===== src/rtl/quad_event_frontend.sv =====
module quad_event_frontend #(
  parameter int FLT_W = 3
) (
  input  logic       clk,
  input  logic       rst,
  input  logic       ph0_in,
  input  logic       ph90_in,
  input  logic       idx_in,
  input  logic       reg_we,
  input  logic [7:0] reg_wdata,
  output logic [7:0] reg_rdata,
  output logic       inc_o,
  output logic       dec_o,
  output logic       idx_o,
  output logic       err_o
);
  localparam int NIN = 3;

  logic [6:0]       ctrl;
  logic [NIN-1:0]   sync1, sync2, filt;
  logic [FLT_W-1:0] cnt [NIN];
  logic [1:0]       prev_pair;
  logic             hit_q;

  wire [FLT_W-1:0] flen   = ctrl[FLT_W-1:0];
  wire             dec_en = ctrl[3];
  wire             idx_en = ctrl[4];
  wire [1:0]       idx_st = ctrl[6:5];

  wire [1:0] pair     = {filt[0], filt[1]};
  wire [1:0] pos_cur  = {pair[1], pair[1] ^ pair[0]};
  wire [1:0] pos_prev = {prev_pair[1], prev_pair[1] ^ prev_pair[0]};
  wire [1:0] step     = pos_cur - pos_prev;
  wire       hit      = idx_en & filt[2] & (pair == idx_st);

  assign reg_rdata = {1'b0, ctrl};

  always_ff @(posedge clk) begin
    if (rst) begin
      ctrl <= '0;
    end else if (reg_we) begin
      ctrl <= reg_wdata[6:0];
    end
  end

  always_ff @(posedge clk) begin
    if (rst) begin
      sync1 <= '0;
      sync2 <= '0;
      filt  <= '0;
      for (int i = 0; i < NIN; i++) cnt[i] <= '0;
    end else begin
      sync1 <= {idx_in, ph90_in, ph0_in};
      sync2 <= sync1;
      for (int i = 0; i < NIN; i++) begin
        if (sync2[i] == filt[i]) begin
          cnt[i] <= '0;
        end else if (cnt[i] == flen) begin
          filt[i] <= sync2[i];
          cnt[i]  <= '0;
        end else begin
          cnt[i] <= cnt[i] + 1'b1;
        end
      end
    end
  end

  always_ff @(posedge clk) begin
    if (rst) begin
      prev_pair <= '0;
      inc_o     <= 1'b0;
      dec_o     <= 1'b0;
      err_o     <= 1'b0;
      hit_q     <= 1'b0;
      idx_o     <= 1'b0;
    end else begin
      prev_pair <= pair;
      inc_o     <= dec_en & (step == 2'd1);
      dec_o     <= dec_en & (step == 2'd3);
      if (dec_en && step == 2'd2) err_o <= 1'b1;
      hit_q     <= hit;
      idx_o     <= hit & ~hit_q;
    end
  end
endmodule


===== config.mk =====
export PLATFORM = sky130hd
export DESIGN_NAME = quad_event_frontend
export DESIGN_NICKNAME = d
export VERILOG_FILES = /design/src/rtl/quad_event_frontend.sv
export SDC_FILE = /design/constraint.sdc
export NUM_CORES = 1
export LEC_CHECK = 0
export CORE_ASPECT_RATIO = 1.25
export CORE_MARGIN = 2
export CORE_UTILIZATION = 45
export DETAILED_ROUTE_END_ITERATION = 10
export MAX_ROUTING_LAYER = met4
export PLACE_DENSITY = 0.8
export SYNTH_ARGS = -nofsm -noshare
export SYNTH_HDL_FRONTEND = slang
export SYNTH_SLANG_ARGS = --single-unit

===== constraint.sdc =====
create_clock -name clk -period 1.6 [get_ports clk]
set_input_delay 0.24 -clock clk [delete_from_list [all_inputs] [get_ports clk]]
set_output_delay 0.24 -clock clk [all_outputs]
set_load 0.02 [all_outputs]

# Word-level counts from Yosys, hierarchy flattened
# Memories as Yosys holds them, arrays and structs flattened.
# Index checks and enable logic that the tools add are counted.
dict set report totals {
  reg_bits 23
  ram_bits 9
  inputBits 14
  output_inout_bits 12
  wordCells 95
  memories 1
}
dict set report op_classes {
  n_addsub 4
  n_eq_ne 10
  muxes 44
  n_bitwise 20
  reduce_logical 4
}
# name depth word_bits read_ports rd_clocked_by_memory_dff write_ports line_no
set memory_table {}
lappend memory_table {cnt 3 3 3 0 3 21} ;# logic [FLT_W-1:0] cnt [NIN];
# op n
set op_table {}
lappend op_table {{two-way mux 1 bit} 35}
lappend op_table {{two-way mux 3 bit} 9}
lappend op_table {{adder 3 x 1 -> 3 bit (second input constant)} 3}
lappend op_table {{== test 3 bit} 3}
lappend op_table {{bitwise OR 1 bit} 9}
lappend op_table {{AND reduction 2 bit} 3}
lappend op_table {{AND 1 bit} 5}
lappend op_table {{== test 2 bit (second input constant)} 2}
lappend op_table {{inverter 1 bit} 4}
lappend op_table {{== test 1 bit} 3}
lappend op_table {{== test 2 x 1 -> 1 bit (second input constant)} 1}
lappend op_table {{== test 2 bit} 1}
lappend op_table {{subtractor 2 bit} 1}
lappend op_table {{XOR 1 bit} 2}
lappend op_table {{logical AND 1 bit} 1}

# Depth between registers and ports, before layout
# Gate-level depths: netlist of run 1.
# An unclocked memory read counts as a cell.
dict set report logic_depth {
  ltp_word 8
  ltp_mapped 5
  mapped_depth_nobuf 5
}

# Least setup slack after synthesis of run 1
# Ideal clock, no wire load.
dict set report synth_timing {
  path_kind {reg2reg}
  from {register ctrl[1]}
  to {memory cnt[0][2] (data pin)}
  setup_ns 0.269
  arrival_time_ns 1.090
  required_time_ns 1.331
  setup_slack_ns 0.241
  stages_incl_launch_ff 4
  path_buffers 0
  period_less_slack_ns 1.359
  path_cell_list {dfxtp_1 > xor2_1 > o311ai_1 > nor2_1}
}
# element line_no
set synth_rtl {}
lappend synth_rtl {{start: declaration} 19} ;# logic [6:0] ctrl;
lappend synth_rtl {{start signal: assignment} 42} ;# ctrl <= reg_wdata[6:0];
lappend synth_rtl {{end: declaration} 21}

# Worst setup path after layout of run 1
dict set report layout_timing {
  from {register err_o}
  to {output port err_o}
}
# element line_no
set layout_rtl {}
lappend layout_rtl {{start: declaration} 15} ;# output logic err_o
lappend layout_rtl {{start signal: assignment} 73} ;# err_o <= 1'b0;
lappend layout_rtl {{start signal: assignment} 80} ;# if (dec_en && step == 2'd2) err_o <= 1'b1;
# No word-level cell between the ends.

==> run_results.csv, run 1 <==
group,metric,value,unit
status,outcome,"completed",
critical_path,path_delay_family,"buffers and inverters",
layout,drive_above_1_share,0.0955,
critical_path,critPathCaptureType,"output port",
synth,ys_warn_count,0,
detailed_routing,wl_per_cell,11.8,um
layout,multi_input_area,602,um^2
synth,synth.distinct_cells,22,
critical_path,start_kind,"flop",
placed_design,place_inst,185,
layout,regArea,731,um^2
critical_path,path_cells,"clkdlybuf4s50_1",
floorplanning,dieArea,0.00343,mm^2
layout,layout_common_cells,"dfxtp_1 (23), nor2_1 (19), clkdlybuf4s50_1 (16), xor2_1 (15), nor2b_1 (12)",
floorplanning,chipHeight,65.0,um
global_routing,antenna_found_initial,0,
critical_path,crit_slowest_cell,"clkdlybuf4s50_1",
synth,ys_ff_latch,32,
layout,final_common_cell,"dfxtp_1",
detailed_routing,drt_pass1_iterations,4,
power_and_ir_drop,leakage,0.811,nW
floorplanning,dieWidth,52.8,um
power_and_ir_drop,design_power_total,1.53,mW
floorplanning,start_util,0.463,
detailed_routing,drt-initial-drc-count,15,
floorplanning,fp.coreArea,0.00289,mm^2
sta,hold_viol_final,0,
layout,areaGrowthSynthToFinish,27.8,%
global_routing,grt_max_degree,19,
critical_path,cp_num_buf_inv,1,
global_routing,grt_pass1_vias,989,
placed_design,globalplace.congestion,0.656,
critical_path,r2r_start,"cnt[2][0]$_SDFFCE_PN0P_",
global_routing,overflow,0,
synth,avgSynthCellArea,11.2,um^2
layout,diodes,0,
synth,netlist_instances,119,
floorplanning,core.rowCount,22,
detailed_routing,via_per_inst,4.69,
sta,rsz0062_at_grt,"false",
clocking,cts_buffer_depth,2,
synth,ys_seq_area_frac,0.546,
sta,tns,0,ps
job,drv_cap,0,
sta,setup_viol,0,
sta,final_max_slew_viol_count,0,
global_routing,grt_pass1_wl,4160,um
detailed_routing,wl,2270,um
layout,final_area,0.00171,mm^2
sta,hold_ws,395,ps
detailed_routing,antenna_left,0,
clocking,clkTransAtPathRegs,100,ps
placed_design,dp_hpwl,1750,um
global_routing,grt_usage,0.175,
detailed_routing,drc,0,
detailed_routing,vias,906,
clocking,cts_tree,"yes",
layout,fin_nets,174,
clocking,htree_num_levels,2,
sta,finalCritPeriodShare,0.957,
critical_path,cp_max_fo,2,
critical_path,critical_path_class,"reg -> out",
critical_path,crit_arrival,1290,ps
sta,clock.fmax,653,MHz
hold_path,holdCritPathClass,"reg -> reg",
sta,skew,6.56,ps
placed_design,io_buffers,23,
clocking,cts_sinks,32,
clocking,cts_buffers,5,
hold_path,hold_start,"hit_q$_SDFF_PP0_",
synth,syn_area,0.00134,mm^2
layout,final_cells,193,
critical_path,cpPeakStageDelay,600,ps
power_and_ir_drop,max-vdd-ir-drop,0.711,mV
floorplanning,num_io_pins,26,
power_and_ir_drop,p_per_area,893,mW/mm^2
layout,fillers,267,
sta,post-route-min-period,1530,ps
critical_path,cp_data_required_time,1360,ps
clocking,clkLatencyLatePin,340,ps
critical_path,startpoint,"err_o$_SDFFE_PP0P_",
placed_design,postPlaceCellArea,0.00166,mm^2
clocking,cts-root-buf,"clkbuf_4",
## area by class of cell
cell class                 instances  share of cell area
clock buffer                       5              0.0220
clock inverter                     3              0.0110
inverter                           4             0.00878
multi-input combinational         87               0.352
sequential                        32               0.428
tap                               36              0.0264
timing repair buffer              26               0.152
## routing by layer
layer  vias to the layer above  global-route usage  wire, um
met2                        14               0.295      1210
met5                         -                   -         0
met4                         0               0.106       100
met1                       423               0.164       871
li1                        460                   -         -
met3                         9              0.0622        84
## final timing paths
path                        endpoint  depth (start not counted)  slack [ps]
min                 idx_o$_SDFF_PP0_                          1         400
max reg2reg  cnt[2][0]$_SDFFCE_PN0P_                          3         160
min reg2reg         idx_o$_SDFF_PP0_                          1         400
max                            err_o                          1          70
## kinds of logic (layout without fill, tap and decap cells)
kind of cell | after synthesis | in the layout | synth area share
AND/OR/NAND/NOR | 39 | 39 | 0.139
other | 2 | 10 | 0.00561
XOR/XNOR | 20 | 20 | 0.143
flip-flops | 32 | 32 | 0.546
buffers and inverters | 8 | 38 | 0.0262
AO/OA/AOI/OAI | 4 | 4 | 0.0243
adder cells (fa/ha/maj) | 4 | 4 | 0.0374
multiplexers | 10 | 10 | 0.0776
## power by group
part | internal [mW] | switching, mW
registers | 0.864 | 0.0286
logic | 0.0937 | 0.0839
clock network | 0.168 | 0.288
total | 1.13 | 0.400
## per-stage QoR
stage                     setup WS [ps]   util
after detailed placement            135  0.574
final                              69.6  0.591
after CTS                          23.8  0.590
after global routing               11.1  0.591
after floorplan                     241      -
after global placement              179  0.574
## what timing repair did
action                                  CTS  global route
buffers inserted                          0             0
gates resized for setup                   6             1
endpoints found under the setup margin    6             1
hold buffers                              0             0
## synth_stat cells
master,instances,area share
mux2i_1,7,0.052
nor4_1,1,0.0047
edfxtp_1,9,0.20
conb_1,2,0.0056
xor2_1,15,0.098
buf_4,1,0.0056
nor2b_1,12,0.056
ha_1,4,0.037
and3_1,1,0.0047
nand2_1,2,0.0056
nor3_1,4,0.015
xor3_2,1,0.019
nor2_1,19,0.053
a31oi_1,1,0.0047
mux2_2,3,0.025
o311ai_1,3,0.020
dfxtp_1,23,0.34
inv_1,4,0.011
buf_2,1,0.0037
clkbuf_1,1,0.0028
buf_1,1,0.0028
xnor2_1,4,0.026
## state kept, by name, indices dropped and copies added (netlist names)
| signal | count |
|---|---|
| err_o | 1 |
| sync1 | 3 |
| prev_pair | 2 |
| cnt | 9 |
| filt | 3 |
| inc_o | 1 |
| hit_q | 1 |
| sync2 | 3 |
| ctrl | 7 |
| dec_o | 1 |
| idx_o | 1 |
No activity file was read; power rests on OpenSTA's default activity.
==> run 2, diff against run 1 <==
--- a/config.mk
+++ b/config.mk
@@ -5,12 +5,13 @@
 export SDC_FILE = /design/constraint.sdc
 export NUM_CORES = 1
 export LEC_CHECK = 0
+export ABC_AREA = 1
 export CORE_ASPECT_RATIO = 1.25
 export CORE_MARGIN = 2
-export CORE_UTILIZATION = 45
+export CORE_UTILIZATION = 47
 export DETAILED_ROUTE_END_ITERATION = 10
 export MAX_ROUTING_LAYER = met4
-export PLACE_DENSITY = 0.8
+export PLACE_DENSITY = 0.82
 export SYNTH_ARGS = -nofsm -noshare
 export SYNTH_HDL_FRONTEND = slang
 export SYNTH_SLANG_ARGS = --single-unit
==> run 2 against run 1 <==
  * Critical path depth is the same
  * Clock-buffer cell count is 2 higher
  * Cell area is 6.1% higher
  * Setup slack improved by 1.9 ps
==> run_results.csv, run 2 <==
group,metric,value,unit
critical_path,path_cells,"clkdlybuf4s50_1",
detailed_routing,drc,0,
detailed_routing,drt_pass1_iterations,3,
synth,ys_warn_count,0,
floorplanning,chipHeight,65.6,um
global_routing,grt_max_degree,11,
sta,post-route-min-period,1530,ps
placed_design,globalplace.congestion,0.772,
critical_path,start_kind,"flop",
detailed_routing,vias,1147,
clocking,cts_buffers,5,
floorplanning,num_io_pins,26,
critical_path,r2r_start,"filt[1]$_SDFFE_PP0N_",
layout,areaGrowthSynthToFinish,27.1,%
layout,layout_common_cells,"nand2_1 (34), nor2_1 (32), inv_1 (29), dfxtp_1 (23), clkdlybuf4s50_1 (17)",
hold_path,min_path_cells,1,
global_routing,overflow,0,
synth,synth_top_area_frac,0.323,
power_and_ir_drop,leakage,0.883,nW
sta,finalCritPeriodShare,0.955,
hold_path,min_to,"idx_o$_SDFF_PP0_",
power_and_ir_drop,p_per_area,955,mW/mm^2
synth,syn_area,0.00143,mm^2
sta,setup_viol,0,
hold_path,holdCritPathClass,"reg -> reg",
clocking,cts_tree,"yes",
global_routing,grt_usage,0.184,
power_and_ir_drop,max-vdd-ir-drop,0.714,mV
hold_path,hold_start,"hit_q$_SDFF_PP0_",
layout,final_cells,252,
synth,ys_ff_latch,32,
synth,synth_area_leaders,"dfxtp_1 (32%), edfxtp_1 (19%), nand2_1 (8.9%)",
layout,largest_reg_flops,9,
critical_path,reg2reg_setup_slack,340,ps
layout,diodes,0,
layout,top_regs,"cnt x9, ctrl x7",
synth,ys_seq_area_frac,0.512,
layout,final_common_cell,"nand2_1",
synth,netlist_instances,177,
critical_path,r2r_end,"err_o$_SDFFE_PP0P_",
critical_path,critPathCaptureType,"output port",
floorplanning,dieWidth,53.3,um
placed_design,dp_hpwl,2010,um
synth,synth.distinct_cells,22,
layout,fin_nets,233,
critical_path,cp_max_fo,2,
detailed_routing,wl_per_cell,10.4,um
synth,synth_edf_count,9,
clocking,clkTransAtPathRegs,100,ps
synth,yosysTopAreaCell,"dfxtp_1",
layout,drive_above_1_share,0.0648,
critical_path,cpPeakStageDelay,620,ps
critical_path,critical_path_class,"reg -> out",
synth,synthFlopType,"dfxtp_1",
clocking,cts_sinks,32,
global_routing,antenna_found_initial,0,
detailed_routing,via_per_inst,4.55,
detailed_routing,antenna_left,0,
sta,rsz0062_at_grt,"false",
job,drv_cap,0,
sta,hold_viol_final,0,
critical_path,path_delay_family,"buffers and inverters",
global_routing,grt_pass1_vias,1057,
sta,final_max_slew_viol_count,0,
synth,synthTopCellsByCount,"nand2_1 (34), nor2_1 (32), inv_1 (29)",
critical_path,cp_num_buf_inv,1,
floorplanning,fp.coreArea,0.00292,mm^2
sta,clock.fmax,654,MHz
placed_design,io_buffers,23,
floorplanning,start_util,0.489,
layout,fin_util,0.621,
critical_path,ff2ff_path_depth,5,
critical_path,crit_slowest_cell,"clkdlybuf4s50_1",
placed_design,place_inst,244,
layout,largest_register,"cnt",
synth,yosysMostFrequentCell,"nand2_1",
detailed_routing,wl,2620,um
critical_path,cp_data_required_time,1360,ps
global_routing,grt_pass1_wl,4530,um
critical_path,crit_arrival,1290,ps
clocking,clkLatencyLatePin,330,ps
sta,skew,4.72,ps
synth,avgSynthCellArea,8.06,um^2
detailed_routing,drt-initial-drc-count,15,
synth,synthArstFlopShare,0,
layout,fillers,285,
clocking,cts_buffer_depth,2,
sta,tns,0,ps
clocking,cts-root-buf,"clkbuf_4",
floorplanning,dieArea,0.00349,mm^2
clocking,htree_num_levels,2,
status,outcome,"completed",
floorplanning,core.rowCount,22,
==> run 2: changes by cell type after synthesis, sizes merged, moves of 3 or more <==
cell,change
o21ai,+9
nand4,+3
mux2i,-7
nor3,-3
nor2b,-12
nand2,+32
xnor2,+5
nor2,+13
o311ai,-3
xor2,-14
mux2,-3
nand3,+6
a21oi,+7
inv,+26
==> run 2: cells by family (layout without fill, tap and decap cells) <==
family | count (synthesis) | after routing | synth area share
xor+xnor | 10 | 10 | 0.0614
compound gates | 16 | 16 | 0.0561
flops | 32 | 32 | 0.512
buf+inv | 35 | 66 | 0.101
fa+ha+maj | 4 | 4 | 0.0351
simple gates | 78 | 78 | 0.229
other cells | 2 | 10 | 0.00527
==> run 2: power by group <==
part,internal (mW),leakage (nW),total (mW),switching (mW)
Sequential,0.880,0.282,0.917,0.0371
Combinational,0.129,0.561,0.278,0.149
Clock,0.265,0.0404,0.536,0.271
Total,1.27,0.883,1.73,0.457
==> run 2: per-layer routing <==
metal | GRT usage | part of all wire | wire [um] | vias up
li1 | - | - | - | 608
met1 | 0.202 | 0.39 | 1030 | 518
met2 | 0.309 | 0.55 | 1450 | 15
met3 | 0.0568 | 0.032 | 85 | 6
met4 | 0.0673 | 0.021 | 56 | 0
met5 | - | 0 | 0 | -
==> run 2: what timing repair did <==
| item | CTS | global route |
|---|---|---|
| pin swaps | 0 | 0 |
| gates resized for setup | 2 | 4 |
| setup buffers | 0 | 0 |
| cloned | 0 | 0 |
| hold buffers | 0 | 0 |
| endpoints found under the setup margin | 2 | 4 |
==> run 2: through the flow <==
stage	setup WS, ps	hold WS, ps	instance area (um^2)	power (mW)
2_1_floorplan	430	347	1460	1.12
3_3_place_gp	165	381	1730	1.21
3_5_place_dp	134	385	1730	1.22
4_1_cts	14.1	397	1800	1.75
5_1_grt	16.6	411	1810	1.84
6_report	71.5	399	1810	1.73
==> run 2: worst max path at each step <==
stage,from,end,slack (ps),depth (start not counted)
2_1_floorplan,filt[0]$_SDFFE_PP0P_,err_o$_SDFFE_PP0P_,430,6
4_1_cts,ctrl[5]$_SDFFE_PP0P_,reg_rdata[5],10,1
6_report,ctrl[1]$_SDFFE_PP0P_,reg_rdata[1],70,1
3_3_place_gp,reg_we,ctrl[0]$_SDFFE_PP0P_,170,4
3_5_place_dp,reg_we,ctrl[0]$_SDFFE_PP0P_,130,4
5_1_grt,ctrl[1]$_SDFFE_PP0P_,reg_rdata[1],20,1
==> run 2: area by class of cell <==
cell class | count | area (um^2) | area share
multi-input combinational | 118 | 582 | 0.321
timing repair buffer | 27 | 268 | 0.148
clock inverter | 1 | 5.00 | 0.00276
tap | 36 | 45.0 | 0.0248
clock buffer | 7 | 66.3 | 0.0366
inverter | 31 | 116 | 0.0642
sequential | 32 | 731 | 0.403
